==> config.mk <==
export PLATFORM = sky130hd
export DESIGN_NAME = toggle_level_bridge
export DESIGN_NICKNAME = d
export VERILOG_FILES = /design/src/rtl/toggle_level_bridge.sv
export SDC_FILE = /design/constraint.sdc
export NUM_CORES = 1
export LEC_CHECK = 0
export BUFFER_PORTS_ARGS = -buffer_cell sky130_fd_sc_hd__buf_2
export CAP_MARGIN = 40
export CORE_UTILIZATION = 34
export DETAILED_ROUTE_END_ITERATION = 6
export PLACE_DENSITY_LB_ADDON = 0.05
export SYNTH_ARGS = -nofsm -noshare
export SYNTH_HDL_FRONTEND = slang
export SYNTH_SLANG_ARGS = --single-unit
==> constraint.sdc <==
create_clock -name clk -period 1.28 [get_ports clk]
set_input_delay 0.128 -clock clk [delete_from_list [all_inputs] [get_ports clk]]
set_output_delay 0.128 -clock clk [all_outputs]
set_load 0.005 [all_outputs]
==> src/rtl/toggle_level_bridge.sv <==
module toggle_level_bridge #(
  parameter int W = 8
) (
  input  logic         clk,
  input  logic         rst_n,
  input  logic         tg_req,
  input  logic [W-1:0] tg_data,
  output logic         tg_ack,
  output logic         lv_req,
  input  logic         lv_ack,
  output logic [W-1:0] lv_data
);

  typedef enum logic [1:0] {IDLE, HOLD, DRAIN} st_t;
  st_t st;

  logic pending;
  assign pending = tg_req ^ tg_ack;

  always_ff @(posedge clk or negedge rst_n) begin
    if (!rst_n) begin
      st      <= IDLE;
      lv_req  <= 1'b0;
      tg_ack  <= 1'b0;
      lv_data <= '0;
    end else begin
      case (st)
        IDLE: if (pending) begin
          lv_data <= tg_data;
          lv_req  <= 1'b1;
          st      <= HOLD;
        end
        HOLD: if (lv_ack) begin
          lv_req <= 1'b0;
          st     <= DRAIN;
        end
        DRAIN: if (!lv_ack) begin
          tg_ack <= ~tg_ack;
          st     <= IDLE;
        end
        default: st <= IDLE;
      endcase
    end
  end

  a_r2_launch: assert property (@(posedge clk) disable iff (!rst_n)
    (st == IDLE && pending) |=> (lv_req && lv_data == $past(tg_data)));

  a_r3_req_waits_ack: assert property (@(posedge clk) disable iff (!rst_n)
    (lv_req && !lv_ack) |=> lv_req);

  a_r8_no_early_rise: assert property (@(posedge clk) disable iff (!rst_n)
    (!lv_req && lv_ack) |=> !lv_req);

  a_r5_data_stable: assert property (@(posedge clk) disable iff (!rst_n)
    (lv_req && !lv_ack) |=> $stable(lv_data));

  a_r4_ack_after_rtz: assert property (@(posedge clk) disable iff (!rst_n)
    (tg_ack != $past(tg_ack)) |-> (!lv_req && !$past(lv_ack)));

  a_r6_single_toggle: assert property (@(posedge clk) disable iff (!rst_n)
    (tg_ack != $past(tg_ack)) |=> (tg_ack == $past(tg_ack)));

endmodule

== After elaboration in Yosys (flattened, before gate mapping) ==
Cells that the tools add are included.
Word-level totals
  input bits: 12
  RAM bits: 0
  bits in latches: 0
  word-level logic and storage cells: 25
  register bits: 12
  memories kept: 0
  output and inout port bits: 10
  memory bits (read-only): 0
Operators by class
  reductions and logical operators: 6
  equal/unequal tests: 5
  bitwise logic cells: 3
  multiply operators: 0
  magnitude comparators: 0
  add/sub/neg operators: 0
  divide/modulo/power cells: 0
  shifts and indexed selects: 0
  mux-type cells: 7
Operators with widths (count)
  $mux 2: 3
  $ne 2x2->1 const B: 3
  $pmux 2 s3: 1
  $reduce_and 3->1: 2
  $reduce_and 2->1: 2
  $eq 2x1->1 const B: 1
  $eq 2x2->1 const B: 1
  $logic_not 2->1: 1
  $mux 1: 2
  $not 1->1: 2
  $pmux 1 s2: 1
  $reduce_bool 2->1: 1
  $xor 1x1->1: 1

== Logic depth before layout (Yosys ltp) ==
  depth after elaboration: 3
  depth in mapped cells: 4
  mapped depth without buffers: 3

== Worst setup path after synthesis ==
Ideal clock, no wire load.
  path kind: flip-flop to flip-flop
  start point: reg tg_ack
  end point: reg lv_data[0]
  arrival time: 1294 ps
  library setup time: 125 ps
  cell stages (with the launch flop): 5
  required time: 1155 ps
  path slack: -140 ps
  path buffers: 1
  period minus slack after synthesis: 1420 ps
  path through: dfrtp_1 -> xnor2_1 -> or3_1 -> buf_6 -> mux2_4
Between the ends
  cells in the longest elaborated chain, start to end: 2
Ends and longest elaborated chain
  start, declared: line 8  | output logic tg_ack,
  start signal, assigned: line 38  | tg_ack <= ~tg_ack;
  $xor 1x1->1: line 18  | assign pending = tg_req ^ tg_ack;
  $reduce_and 2->1 (no line)
  end signal, assigned: line 29  | lv_data <= tg_data;
  end, declared: line 11  | output logic [W-1:0] lv_data
No other way between the ends.
A chain may end at the register's enable or synchronous reset.

== Worst setup path in the final report ==
  start point: reg tg_ack
  end point: reg lv_data[5]
The elaborated chain is that of the path after synthesis.

==> results.py <==
metrics = {
    "clocking": {
        "clk_latency_ps": 260,
        "htree_levels": 1,
        "clk_pin_slew_ps": 80,
        "cts_made_buffers": 3,
        "clkSinkCount": 12,
        "cts_tree": "done",
        "cts_root_buf": "clkbuf_4",
        "clockBufferDepth": 2,
    },
    "setup_path": {
        "worst_path_largest_cell_delay_ps": 400,
        "slowest_stage": "dfrtp_1",
        "cp.arrival_ps": 1600,
        "end_kind": "register",
        "path_cells": "xnor2_1 -> or3_4 -> buf_8 -> mux2_4",
        "critPathLaunchType": "register",
        "critPathMaxFanout": 6,
        "path_class": "register to register",
        "worstPathRequired_ps": 1430,
    },
    "logic_synthesis": {
        "syn_area_per_cell_um2": 15.2,
        "yosys-mux-area-fraction_pct": 23.9,
        "synth-simple-area-share_pct": 4.48,
        "ys_ff_latch": 12,
        "synth_top_family_by_area": "multiplexers",
        "seq_area_frac_synth_pct": 59.7,
        "ys_types": 11,
        "synthesis.area_um2": 503,
        "synthAdderAreaFrac_pct": 0,
        "yosys_warnings": 0,
        "syn_nets": 45,
        "yosys.area_share.xor_xnor_pct": 5.22,
        "postSynthCellCount": 33,
        "synth_compound_area_share_pct": 2.99,
    },
    "placement": {
        "place_congestion": 0.687,
        "port_buffers": 21,
    },
    "power": {
        "clkPwrFrac_pct": 15.0,
        "combPwrFrac_pct": 50.3,
        "peakVddDrop_v": 0.00117,
        "power.leakage_nw": 0.390,
        "p_int_mw": 1.41,
        "swShare_pct": 28.6,
        "pwr_density_cell_nw_per_um2": 2700,
        "p_seq_share_pct": 34.8,
        "p_switching_uw": 563,
    },
    "drt": {
        "first_iter_violations": 1,
        "drc": 0,
        "wl_per_cell_um": 12.3,
        "wirelength_um": 982,
        "route.vias.total": 356,
        "firstDrtPassIters": 2,
        "drtAntennaViolNets": 0,
        "viasPerCell": 4.45,
    },
    "sta": {
        "finalCritPeriodShare_pct": 113,
        "timing.max_slew.rel_slack_pct": 82.1,
        "grt_setup_unrepaired": "true",
        "fmax_mhz": 689,
        "skew_ps": 4.16,
        "max_slew.worst_pin.slew_ps": 269,
        "setup_slack_ps": -171,
        "final_hold_viol_count": 0,
        "final.min_clock_period_ps": 1450,
        "setup_viol": 8,
        "hold_ws_ps": 91.3,
        "slew_viol_final": 0,
        "setup_tns_ps": -1280,
    },
    "final_layout": {
        "final_cell_mix": "buf_2, dfrtp_1, mux2_4",
        "n_antenna_cell": 0,
        "final_nets": 78,
        "drive_gt1_share_pct": 63.1,
        "syn_to_final_growth_pct": 45.3,
        "final_common_cell": "buf_2",
    },
    "hold_path": {
        "holdCritPathClass": "input port to register",
    },
    "status": {
        "status": "finished, violations left",
        "violations": "setup timing",
    },
    "global_route": {
        "grt_start_max_net_pins": 13,
        "grt_pass1_wl_um": 1490,
        "grt_pass1_vias": 365,
        "grt-ovfl-total": 0,
        "grt_antenna_before_repair": 0,
        "track_usage_pct": 14.0,
    },
    "flow_run": {
        "max-cap-violations": 0,
    },
    "floorplan": {
        "std_cell_rows": 13,
        "start_util_pct": 37.7,
        "core_um2": 1330,
        "io_pins": 22,
        "dieArea_um2": 1640,
        "die_w_um": 40.5,
        "die_h_um": 40.5,
    },
}
layer usage:
metal,vias up,share of wire [%],GRT usage (%)
met1,163,46,17.7
met5,-,0,0
met2,17,43,21.4
met3,0,10,5.56
li1,176,-,-
met4,0,0,5.00
power by group through the flow:
| stage | sequential [mW] | clock, mW | combinational [mW] |
|---|---|---|---|
| after detailed placement | 0.687 | 0 | 0.909 |
| after CTS | 0.680 | 0.305 | 0.956 |
| final | 0.685 | 0.295 | 0.990 |
| after global placement | 0.671 | 0 | 0.897 |
| after floorplan | 0.715 | 0 | 0.526 |
| after global routing | 0.707 | 0.328 | 1.08 |
path summary, 6_finish.rpt:
path	startpoint	to	slack, ps	cells past startpoint
hold reg to reg	lv_data[5]	lv_data[5]	510	1
setup reg to reg	tg_ack	lv_data[5]	-170	4
min in group asynchronous	rst_n	lv_data[7]	260	2
max in group asynchronous	rst_n	lv_data[3]	810	2
setup / recovery	tg_ack	lv_data[5]	-170	4
hold / removal	tg_data[7]	lv_data[7]	90	2
registers in the layout, indices dropped and copies added, names as in the netlist:
| register | count |
|---|---|
| lv_data | 8 |
| lv_req | 1 |
| st | 2 |
| tg_ack | 1 |
Yosys cell counts:
master	n	area, µm²
a211oi_1	1	7.51
buf_6	1	11.3
dfrtp_1	12	300
inv_1	2	7.51
mux2_4	8	120
nand2_1	1	3.75
nand3_1	1	5.00
nor2_1	2	7.51
o31ai_1	1	7.51
or3_1	1	6.26
xnor2_1	3	26.3
cell type report:
type / instances / area, µm²
multi-input cells: 18 / 189
clock buffers: 4 / 36.3
well taps: 15 / 18.8
fillers: 115 / 603
repair buffers: 29 / 179
flip-flops and latches: 12 / 300
inverters: 2 / 7.51
timing repair:
action,4_1_cts,5_1_grt
hold buffers,1,0
hold endpoints to repair,12,0
cloned,0,0
setup buffers,1,0
endpoints found under the setup margin,8,8
gates resized for setup,1,3
per-stage QoR:
stage	area, µm²	worst slack [ps]	power [mW]	utilization, %	cells
global route	731	-191	2.12	54.8	80
detailed placement	661	-163	1.60	49.5	74
CTS	718	-176	1.94	53.8	80
finish	731	-171	1.97	54.8	80
floorplan	503	-136	1.24	-	33
global placement	661	-141	1.57	49.5	74
worst max-delay path, delay by kind of cell (launching register included):
family / cells / cell delay, ps
mux: 1 / 290
buf+inv: 1 / 150
simple gates: 1 / 350
xor+xnor: 1 / 140
flops: 1 / 400
kinds of logic after synthesis:
family	after synthesis
flops	12
mux	8
simple gates	5
xor+xnor	3
buf+inv	3
compound gates	2
Power figures use the tool's default switching activity.
